<file path="src/rtl/trk_tune_pkg.sv">
package trk_tune_pkg;

  localparam int CODE_W = 3;
  localparam logic [CODE_W-1:0] BAL_INIT  = 3'b111;
  localparam logic [CODE_W-1:0] GAIN_INIT = 3'b000;
  localparam logic [CODE_W-1:0] CODE_MAX  = 3'b111;
  localparam logic [CODE_W-1:0] CODE_MIN  = 3'b000;

  typedef enum logic [2:0] {
    ST_IDLE,
    ST_HG_WR,
    ST_BAL_WR,
    ST_BAL_SETTLE,
    ST_BAL_FREQ,
    ST_GAIN_WR,
    ST_GAIN_SETTLE,
    ST_END
  } tune_state_t;

  // servo-mode group with the high-gain bit set
  function automatic logic [7:0] hi_gain_cmd();
    return {4'h1, 1'b1, 3'b000};
  endfunction

  // adjust group, bit 3 clear: balance switches, low-pass comparator routed
  function automatic logic [7:0] bal_cmd(input logic [CODE_W-1:0] code);
    return {4'h3, 1'b0, code};
  endfunction

  // adjust group, bit 3 set: gain switches, high-pass comparator routed
  function automatic logic [7:0] gain_cmd(input logic [CODE_W-1:0] code);
    return {4'h3, 1'b1, code};
  endfunction

endpackage

</file>
<file path="src/rtl/trk_tune_freqmeter.sv">
module trk_tune_freqmeter #(
  parameter int WIN_W = 16,
  parameter int CNT_W = 8
) (
  input  logic             clk,
  input  logic             rst_n,
  input  logic             run,
  input  logic             xing,
  input  logic [WIN_W-1:0] win_len,
  input  logic [CNT_W-1:0] freq_min,
  output logic             win_end,
  output logic             freq_ok
);
  localparam logic [CNT_W-1:0] CNT_SAT = '1;

  logic             xing_q;
  logic [WIN_W-1:0] cyc;
  logic [CNT_W-1:0] edges, edges_next;
  logic [WIN_W-1:0] last_cyc;
  logic             rise;

  function automatic logic [CNT_W-1:0] sat_inc(input logic [CNT_W-1:0] v,
                                               input logic inc);
    return (inc && v != CNT_SAT) ? v + 1'b1 : v;
  endfunction

  assign rise       = xing & ~xing_q;
  assign edges_next = sat_inc(edges, rise);
  assign last_cyc   = (win_len == '0) ? '0 : win_len - 1'b1;
  assign win_end    = run && (cyc == last_cyc);
  assign freq_ok    = edges_next >= freq_min;

  always_ff @(posedge clk or negedge rst_n) begin
    if (!rst_n) begin
      xing_q <= 1'b0;
      cyc    <= '0;
      edges  <= '0;
    end else begin
      xing_q <= xing;
      if (!run || win_end) begin
        cyc   <= '0;
        edges <= '0;
      end else begin
        cyc   <= cyc + 1'b1;
        edges <= edges_next;
      end
    end
  end
endmodule

</file>
<file path="src/rtl/trk_tune_timer.sv">
module trk_tune_timer #(
  parameter int W = 16
) (
  input  logic         clk,
  input  logic         rst_n,
  input  logic         run,
  input  logic [W-1:0] len,
  output logic         expire
);
  logic [W-1:0] cnt;

  assign expire = run && (cnt == len);

  always_ff @(posedge clk or negedge rst_n) begin
    if (!rst_n)       cnt <= '0;
    else if (!run)    cnt <= '0;
    else if (!expire) cnt <= cnt + 1'b1;
  end
endmodule

</file>
<file path="src/rtl/trk_autotune.sv">
module trk_autotune
  import trk_tune_pkg::*;
#(
  parameter int WIN_W = 16,
  parameter int CNT_W = 8,
  parameter int SET_W = 16
) (
  input  logic              clk,
  input  logic              rst_n,
  input  logic              start,
  input  logic [WIN_W-1:0]  win_len,
  input  logic [CNT_W-1:0]  freq_min,
  input  logic [SET_W-1:0]  settle_len,
  input  logic              xing_in,
  input  logic              sense_in,
  input  logic              cmd_ready,
  output logic              cmd_valid,
  output logic [7:0]        cmd_byte,
  output logic              busy,
  output logic              done,
  output logic              fail,
  output logic [CODE_W-1:0] bal_code,
  output logic [CODE_W-1:0] gain_code
);
  tune_state_t state;

  // named internal events, also used by the checker
  logic accept, settle_run, settle_done, freq_run, win_end, freq_ok;
  logic bal_decide, gain_decide;

  assign cmd_valid  = (state == ST_HG_WR) || (state == ST_BAL_WR) || (state == ST_GAIN_WR);
  assign accept     = cmd_valid && cmd_ready;
  assign busy       = (state != ST_IDLE) && (state != ST_END);
  assign settle_run = (state == ST_BAL_SETTLE) || (state == ST_GAIN_SETTLE);
  assign freq_run   = (state == ST_BAL_FREQ);
  assign bal_decide  = freq_run && win_end && freq_ok;
  assign gain_decide = (state == ST_GAIN_SETTLE) && settle_done;

  always_comb begin
    case (state)
      ST_HG_WR:   cmd_byte = hi_gain_cmd();
      ST_BAL_WR:  cmd_byte = bal_cmd(bal_code);
      ST_GAIN_WR: cmd_byte = gain_cmd(gain_code);
      default:    cmd_byte = 8'h00;
    endcase
  end

  trk_tune_freqmeter #(.WIN_W(WIN_W), .CNT_W(CNT_W)) u_freq (
    .clk(clk), .rst_n(rst_n), .run(freq_run), .xing(xing_in),
    .win_len(win_len), .freq_min(freq_min),
    .win_end(win_end), .freq_ok(freq_ok)
  );

  trk_tune_timer #(.W(SET_W)) u_settle (
    .clk(clk), .rst_n(rst_n), .run(settle_run), .len(settle_len),
    .expire(settle_done)
  );

  always_ff @(posedge clk or negedge rst_n) begin
    if (!rst_n) begin
      state     <= ST_IDLE;
      bal_code  <= BAL_INIT;
      gain_code <= GAIN_INIT;
      done      <= 1'b0;
      fail      <= 1'b0;
    end else begin
      case (state)
        ST_IDLE, ST_END: if (start) begin
          state     <= ST_HG_WR;
          bal_code  <= BAL_INIT;
          gain_code <= GAIN_INIT;
          done      <= 1'b0;
          fail      <= 1'b0;
        end
        ST_HG_WR:      if (accept) state <= ST_BAL_WR;
        ST_BAL_WR:     if (accept) state <= ST_BAL_SETTLE;
        ST_BAL_SETTLE: if (settle_done) state <= ST_BAL_FREQ;
        ST_BAL_FREQ: if (bal_decide) begin
          if (sense_in) begin
            state <= ST_GAIN_WR;
          end else if (bal_code == CODE_MIN) begin
            state <= ST_END;
            done  <= 1'b1;
            fail  <= 1'b1;
          end else begin
            bal_code <= bal_code - 1'b1;
            state    <= ST_BAL_WR;
          end
        end
        ST_GAIN_WR:    if (accept) state <= ST_GAIN_SETTLE;
        ST_GAIN_SETTLE: if (gain_decide) begin
          if (sense_in) begin
            state <= ST_END;
            done  <= 1'b1;
          end else if (gain_code == CODE_MAX) begin
            state <= ST_END;
            done  <= 1'b1;
            fail  <= 1'b1;
          end else begin
            gain_code <= gain_code + 1'b1;
            state     <= ST_GAIN_WR;
          end
        end
        default: state <= ST_IDLE;
      endcase
    end
  end
endmodule

</file>
<file path="config.mk">
export PLATFORM = sky130hd
export DESIGN_NAME = trk_autotune
export DESIGN_NICKNAME = d
export VERILOG_FILES = /design/src/rtl/trk_tune_pkg.sv /design/src/rtl/trk_tune_freqmeter.sv /design/src/rtl/trk_tune_timer.sv /design/src/rtl/trk_autotune.sv
export SDC_FILE = /design/constraint.sdc
export NUM_CORES = 1
export LEC_CHECK = 0
export ABC_AREA = 1
export BUFFER_PORTS_ARGS = -buffer_cell sky130_fd_sc_hd__buf_2
export CAP_MARGIN = 10
export CORE_MARGIN = 1.5
export CORE_UTILIZATION = 35
export DETAILED_ROUTE_END_ITERATION = 8
export GPL_TIMING_DRIVEN = 0
export PLACE_DENSITY = 0.55
export SYNTH_ARGS = -nofsm -noshare
export SYNTH_HDL_FRONTEND = slang
export SYNTH_HIERARCHICAL = 1
export SYNTH_SLANG_ARGS = --single-unit
</file>
<file path="constraint.sdc">
create_clock -name clk -period 3.25 [get_ports clk]
set_clock_uncertainty 0.05 [all_clocks]
set_input_delay 0.4875 -clock clk [delete_from_list [all_inputs] [get_ports clk]]
set_output_delay 0.4875 -clock clk [all_outputs]
set_load 0.03 [all_outputs]
</file>
==> out/metrics.sh, run 1 <==
CORE_AREA_SQ_UM=13900
INPUT_OUTPUT_BUFFERS=61
DRT_WL_TOTAL_UM=12300
COMB_POWER_SHARE_PCT=47.8
SYNTH-EDFF-COUNT=0
FINAL-HOLD-VIOLATION-COUNT=0
CLKSINKCOUNT=52
NETS=921
N_FILL_CELL=1526
ANTENNA_VIOLATIONS_BEFORE_REPAIR=0
PATH_DELAY_FAMILY='simple AND/OR/NAND/NOR gates'
SLOWEST_DELAY_NS=0.42
FLOORPLAN.INITIALDENSITY_PCT=35.9
SYN_AREA_SQ_UM=5000
DR.FIRST_ITER.DRC_COUNT=283
SETUP_VIOL=0
AREA.GROWTH.SYNTH_TO_FINAL_PCT=16.5
DETAIL-ROUTE-ANTENNA-NETS=0
CRIT_PATH_CELL_TRACE='nand2_2, nor4_4, nand3_2, nand3_4, nor2_1, xor2_1, inv_1, ha_1, nand2_1, o21ai_0, nand2_1, o2111ai_2, nand2_1, nand2_2, nand2_2, nor2_4, nand2_2, nand2_1, nand2_1'
SYNTH_TOP_AREA_SHARE_PCT=24.5
INTPOWER_mW=1.56
TOTAL_GLOBAL_ROUTING_OVERFLOW=0
FINAL.SETUP.WORST_SLACK_NS=0.293
STDCELL_COUNT=1040
POWER.TOTAL_mW=2.79
CP.BUFFERS_INVERTERS=1
IRDROPWORSTVDD_uV=242
POWER_PER_CELL_AREA_nW_PER_UM2=479
POST-ROUTE-MIN-PERIOD_NS=2.96
FIN_UTIL_PCT=41.8
DRC=0
SETUP.WORST_PATH.START_CLASS='flop'
SYN-INSTANCE-COUNT=785
MAX_CLOCK_FREQ_MHz=338
ROUTABILITYCONGESTION=0.860
DETAILEDROUTE.FIRSTPASSITERATIONCOUNT=5
P_SWITCHING_mW=1.24
CP-END-KIND='flop'
CTS_HOLD_BUF=0
POST_SYNTHESIS_SEQUENTIAL_ELEMENT_COUNT=52
MEASURED_SLEW_AT_THE_WORST_SLEW_CHECK_PIN_NS=0.641
RUN_STATUS='complete, no violations'
H-TREE-DEPTH=2
FIN_WORST_HOLD_SLACK_NS=0.162
FINAL_LAYOUT_SIZE_SUFFIX_GT1_SHARE_PCT=23.0
FIRST_PASS_GRT_WIRE_LENGTH_UM=20500
CELLS_TAKING_THE_MOST_AREA_AFTER_SYNTHESIS='dfrtp_1 24%, nand2_1 20%, inv_1 8.0%'
SYNTH.DISTINCT_CELLS=37
CLOCK_TREE.ROOT_CELL='clkbuf_16'
DP_CELLS=1028
CRIT_SLOWEST_CELL='dfrtp_1'
GRT_MAX_DEGREE=28
POST-SYNTH-TOP-AREA-CELL='dfrtp_1'
CRITPATHKIND='flop to flop'
TIMING.CRITICAL_PATH.FANOUT_MAX=6
TIMING.CRITICAL_PATH.ARRIVAL_NS=3.14
SYNTH-ASYNC-RESET-RATIO_PCT=100
CLOCK_LATENCY_OF_THE_LATER_CLOCKED_REGISTER_IN_THE_WORST_SKEW_PAIR_NS=0.30
MAX_SLEW_MARGIN_PCT=57.3
CLOCK_TREE_FROM_TRITONCTS='yes'
NUMBER_OF_GLOBAL_ROUTE_VIAS_BEFORE_REPAIR=4427
CP_DATA_REQUIRED_TIME_NS=3.43
SYNTH_SEQUENTIAL_AREA_RATIO_PCT=26.1
SYNTHESIS.AREA_PER_INSTANCE_SQ_UM=6.38
REPORT.FINAL.SLEW_VIOL_COUNT=0
POSTSYNTH.TOPFLOPCELL='dfrtp_1'
POWER.SHARE.CLOCK_PCT=23.4
FP-ROW-COUNT=43
P_LEAK_nW=3.18
PLACE_WS_NS=-0.306
DETAIL_ROUTE.VIAS_PER_CELL=4.70
POWER.SHARE.SEQUENTIAL_PCT=28.8
STDCELL_AREA_SQ_UM=5830
CTS_MAX_PATH_BUFFERS=2
MIN_PATH_TYPE='input port to async pin'
N_ANTENNA_CELL=0
PLACEMENT.CELL_AREA_SQ_UM=5560
YS_TOP_CELLS_BY_COUNT='260 x nand2_1, 106 x inv_1, 80 x nor2_1, 49 x dfrtp_1, 49 x nand3_1'
GLOBALROUTETOTALUTIL_PCT=17.1
YS_WARN_COUNT=6
CRITPATHMOSTFREQUENTCELL='nand2_1'
CTS_BUFFERS=5
DP_HPWL_UM=9930
DIE-HEIGHT_UM=123
VIAS=4885
ROUTEDWLPERCELL_UM=11.9
TOP_LEVEL_PINS=64
TIMING.FINAL.CRIT_SHARE_PCT=91.0
MAX-CAP-VIOLATIONS=0
CLOCK_SLEW_AT_REPORTED_PATH_FFS_NS=0.07
DIE_AREA_SQ_UM=15000
SETUP-TNS-FINAL_NS=0
YOSYS.CELL_COUNT.TOP_TYPE='nand2_1'
NETSWITCHINGFRACTION_PCT=44.3
DIE_WIDTH_UM=123
[placed cells by master, fill, tap and decap left out, types with 20 or more instances in the layout]
cell type    n
buf_2       63
dfrtp_1     49
inv_1      105
nand2_1    259
nand3_1     47
nand3_2     20
nand4_1     36
nor2_1      78
nor2_2      31
xor2_1      23
[power groups by stage]
stage,clock [mW],combinational (mW),sequential (mW)
after global placement,0,1.32,0.820
after CTS,0.683,1.33,0.806
after floorplan,0,0.925,0.874
after detailed placement,0,1.32,0.818
final,0.653,1.33,0.806
after global routing,0.700,1.50,0.817
[what timing repair did]
action | CTS | global route
pin swaps | 0 | 2
endpoints found under the hold margin | 0 | 0
endpoints found under the setup margin | 8 | 8
resized for setup | 8 | 8
buffers inserted | 0 | 4
[layout make-up]
class	count	area [sq um]	share of cell area (%)
sequential	52	1310	22.4
inverter	123	464	7.96
multi-input combinational	591	3120	53.5
tap	180	225	3.86
timing repair buffer	66	355	6.10
clock inverter	1	30.0	0.515
clock buffer	7	153	2.62
buffer	20	178	3.05
[per-layer routing]
metal  track usage [%]  routed length, um  vias to the layer above
li1                  -                  -                     2591
met1              24.1               6290                     2195
met2              26.9               5440                       87
met3              2.97                435                       12
met4              4.65                161                        0
met5                 0                  0                        -
[sequential cells by signal, summed over array words and instances (netlist names)]
signal,cells
gain_code,3
done,1
fail,1
bal_code,3
u_freq/cyc,16
state,3
u_freq/edges,8
u_settle/cnt,16
u_freq/xing_q,1
[path summary, 6_finish.rpt]
kind / start / end / slack, ns / depth (start not counted)
max in group asynchronous: rst_n / u_settle/cnt[8] / 2.42 / 2
min reg2reg: done / done / 0.42 / 2
min: rst_n / u_freq/cyc[15] / 0.16 / 1
max reg2reg: u_freq/edges[3] / bal_code[2] / 0.29 / 19
max: u_freq/edges[3] / bal_code[2] / 0.29 / 19
min in group clk: xing_in / u_freq/xing_q / 0.29 / 1
[worst reg2reg max path, stage by stage (launching register included)]
cell and delay (ns):
dfrtp_1 0.42, nand2_2 0.11, nor4_4 0.32, nand3_2 0.12
nand3_4 0.12, nor2_1 0.06, xor2_1 0.24, inv_1 0.08
ha_1 0.27, nand2_1 0.05, o21ai_0 0.17, nand2_1 0.08
o2111ai_2 0.11, nand2_1 0.13, nand2_2 0.10, nand2_2 0.11
nor2_4 0.14, nand2_2 0.07, nand2_1 0.07, nand2_1 0.05
[kinds of logic after synthesis]
group                    after synthesis  synth area share, %
flip-flops                            52                 26.1
buffers and inverters                143                 12.8
AO/OA/AOI/OAI                         33                 3.70
other                                  1               0.0749
AND/OR/NAND/NOR                      513                 48.6
XOR/XNOR                              27                 4.72
adder cells (fa/ha/maj)               16                 4.00
Power figures use the tool's default switching activity.
==> inputs of run 2 (changes only) <==
--- a/config.mk
+++ b/config.mk
@@ -8,6 +8,7 @@
 export ABC_AREA = 1
 export BUFFER_PORTS_ARGS = -buffer_cell sky130_fd_sc_hd__buf_2
 export CAP_MARGIN = 10
+export CORE_ASPECT_RATIO = 0.5
 export CORE_MARGIN = 1.5
 export CORE_UTILIZATION = 35
 export DETAILED_ROUTE_END_ITERATION = 8
==> out/metrics.sh, run 2 (same netlist as run 1, synthesis figures left out) <==
DRC=0
DRT_WL_TOTAL_UM=12200
DP_HPWL_UM=9630
POWER_PER_CELL_AREA_nW_PER_UM2=470
STDCELL_AREA_SQ_UM=5960
DIE_AREA_SQ_UM=15100
TIMING.CRITICAL_PATH.FANOUT_MAX=8
CLOCK_TREE.ROOT_CELL='clkbuf_16'
SETUP.WORST_PATH.START_CLASS='flop'
REPORT.FINAL.SLEW_VIOL_COUNT=0
DETAIL-ROUTE-ANTENNA-NETS=0
GROUTE.LAYER.MET1.USAGE_PCT=23.0
TOP_LEVEL_PINS=64
VIAS=4820
DIE-HEIGHT_UM=87.6
DETAILEDROUTE.FIRSTPASSITERATIONCOUNT=5
NUMBER_OF_GLOBAL_ROUTE_VIAS_BEFORE_REPAIR=4414
FIRST_PASS_GRT_WIRE_LENGTH_UM=20200
CP-STARTPOINT='u_freq/edges[1]'
MEASURED_SLEW_AT_THE_WORST_SLEW_CHECK_PIN_NS=0.581
POWER.SHARE.SEQUENTIAL_PCT=28.9
TOTAL_GLOBAL_ROUTING_OVERFLOW=0
RUN_STATUS='complete, no violations'
TIMING.CRITICAL_PATH.ARRIVAL_NS=3.33
FP-ROW-COUNT=30
CP_DATA_REQUIRED_TIME_NS=3.43
TIMING.FINAL.CRIT_SHARE_PCT=96.9
GLOBAL_ROUTE.PEAK_USAGE_LAYER='met2'
MAX_SLEW_MARGIN_PCT=61.3
LARGESTREGISTERS='u_freq/cyc x16, u_settle/cnt x16, u_freq/edges x8'
NETS=927
P_LEAK_nW=3.20
POWER.SHARE.CLOCK_PCT=22.8
INTPOWER_mW=1.57
ROUTEDWLPERCELL_UM=11.5
GRT_SETUP_UNREPAIRED='true'
GLOBALROUTETOTALUTIL_PCT=16.8
FIN_WORST_HOLD_SLACK_NS=0.141
CTS_MAX_PATH_BUFFERS=2
MAX-CAP-VIOLATIONS=0
DETAIL_ROUTE.VIAS_PER_CELL=4.56
SETUP_VIOL=0
H-TREE-DEPTH=2
CLOCK_LATENCY_OF_THE_LATER_CLOCKED_REGISTER_IN_THE_WORST_SKEW_PAIR_NS=0.29
GROUTE.LAYER.MET2.USAGE_PCT=27.6
DIE_WIDTH_UM=172
FINAL_COMMON_CELL='nand2_1'
CLOCK_TREE_FROM_TRITONCTS='yes'
FLOORPLAN.INITIALDENSITY_PCT=36.4
MAX_CLOCK_FREQ_MHz=317
CRITPATHKIND='flop to flop'
NETSWITCHINGFRACTION_PCT=43.9
MIN_PATH_TYPE='input port to async pin'
CRITICAL_PATH.REG2REG.STARTPOINT='u_freq/edges[1]'
FINAL_LAYOUT_SIZE_SUFFIX_GT1_SHARE_PCT=24.4
CLKSINKCOUNT=52
CLOCK_SLEW_AT_REPORTED_PATH_FFS_NS=0.07
ROUTABILITYCONGESTION=0.845
AREA.GROWTH.SYNTH_TO_FINAL_PCT=19.0
CP-END-KIND='flop'
POWER.TOTAL_mW=2.80
DEPTH_OF_THE_WORST_REGISTER_TO_REGISTER_PATH=20
DR.FIRST_ITER.DRC_COUNT=260
GR_MET3_DEMAND_RESOURCE_PCT=2.30
POST-ROUTE-MIN-PERIOD_NS=3.15
IRDROPWORSTVDD_uV=209
N_ANTENNA_CELL=0
CORE_AREA_SQ_UM=13700
P_SWITCHING_mW=1.23
ANTENNA_VIOLATIONS_BEFORE_REPAIR=0
CTS_HOLD_BUF=0
CTS_BUFFERS=5
FINAL-HOLD-VIOLATION-COUNT=0
LAYOUT_COMMON_CELLS='258 x nand2_1, 102 x inv_1, 78 x nor2_1, 63 x buf_2, 49 x dfrtp_1'
INPUT_OUTPUT_BUFFERS=61
GRT_MAX_DEGREE=53
PLACEMENT.CELL_AREA_SQ_UM=5550
COMB_POWER_SHARE_PCT=48.3
-- run 2: cell types whose count changed in the layout (fill, tap and decap cells not counted), moves of 2 or more --
cell and change:
buf_4 +5, ha_1 -3, inv_1 -3, ha_4 +2, inv_2 +2, nand2_4 +2, o21ai_2 -2, o21ai_4 +2
-- run 2: path summary, 6_finish.rpt --
| check | end | slack, ns |
|---|---|---|
| setup / recovery | bal_code[2] | 0.1 |
| hold / removal | u_settle/cnt[12] | 0.14 |
| setup reg to reg | bal_code[2] | 0.1 |
| hold reg to reg | bal_code[1] | 0.42 |
| max in group asynchronous | u_freq/cyc[9] | 2.46 |
| min in group clk | u_freq/xing_q | 0.31 |
-- run 2: through the flow --
stage	util [%]	cells	setup slack (ns)	TNS (ns)
floorplan	-	786	0.354	0
finish	43.4	1058	0.0993	0
detailed placement	40.4	1039	-0.243	-1.83
CTS	41.9	1047	0.0630	0
global placement	40.4	1039	-0.186	-1.31
global route	43.4	1058	-0.164	-0.918
-- run 2: critical path: stages, from the launching register on --
cell and delay [ns]:
dfrtp_1 0.41, ha_2 0.21, inv_2 0.05, nor4_4 0.25, nand3_2 0.15, nand3_4 0.12, clkinvlp_4 0.21, o21ai_4 0.23
inv_1 0.06, ha_1 0.29, nand2_1 0.08, o21ai_1 0.15, nand2_1 0.08, o2111ai_2 0.10, nand2_1 0.09, nand2_2 0.11
nand2_4 0.08, nor2_4 0.16, nand2_2 0.08, nand2_1 0.08, nand2_1 0.05
-- run 2: cell type report --
| type | count | area, sq um |
|---|---|---|
| inverter | 123 | 468 |
| clock buffer | 7 | 153 |
| multi-input combinational | 591 | 3180 |
| timing repair buffer | 72 | 404 |
| sequential | 52 | 1310 |
| clock inverter | 1 | 30.0 |
| fill | 1495 | 7780 |
| buffer | 20 | 178 |
| tap | 192 | 240 |
-- run 2: per-layer routing --
metal	wire length (um)	vias up
li1	-	2602
met1	6240	2126
met2	5390	80
met3	404	12
met4	166	0
met5	0	-
-- run 2: power groups by stage --
stage          registers (mW)  logic, mW  clock network (mW)
2_1_floorplan           0.874      0.925                   0
3_3_place_gp            0.816       1.30                   0
3_5_place_dp            0.818       1.31                   0
4_1_cts                 0.808       1.32               0.664
5_1_grt                 0.820       1.52               0.687
6_report                0.809       1.35               0.639
-- run 2: repair_timing --
item | in CTS | in global routing
endpoints found under the hold margin | 0 | 0
buffers inserted | 0 | 10
resized for setup | 7 | 23
pin swaps | 0 | 14
endpoints found under the setup margin | 8 | 8
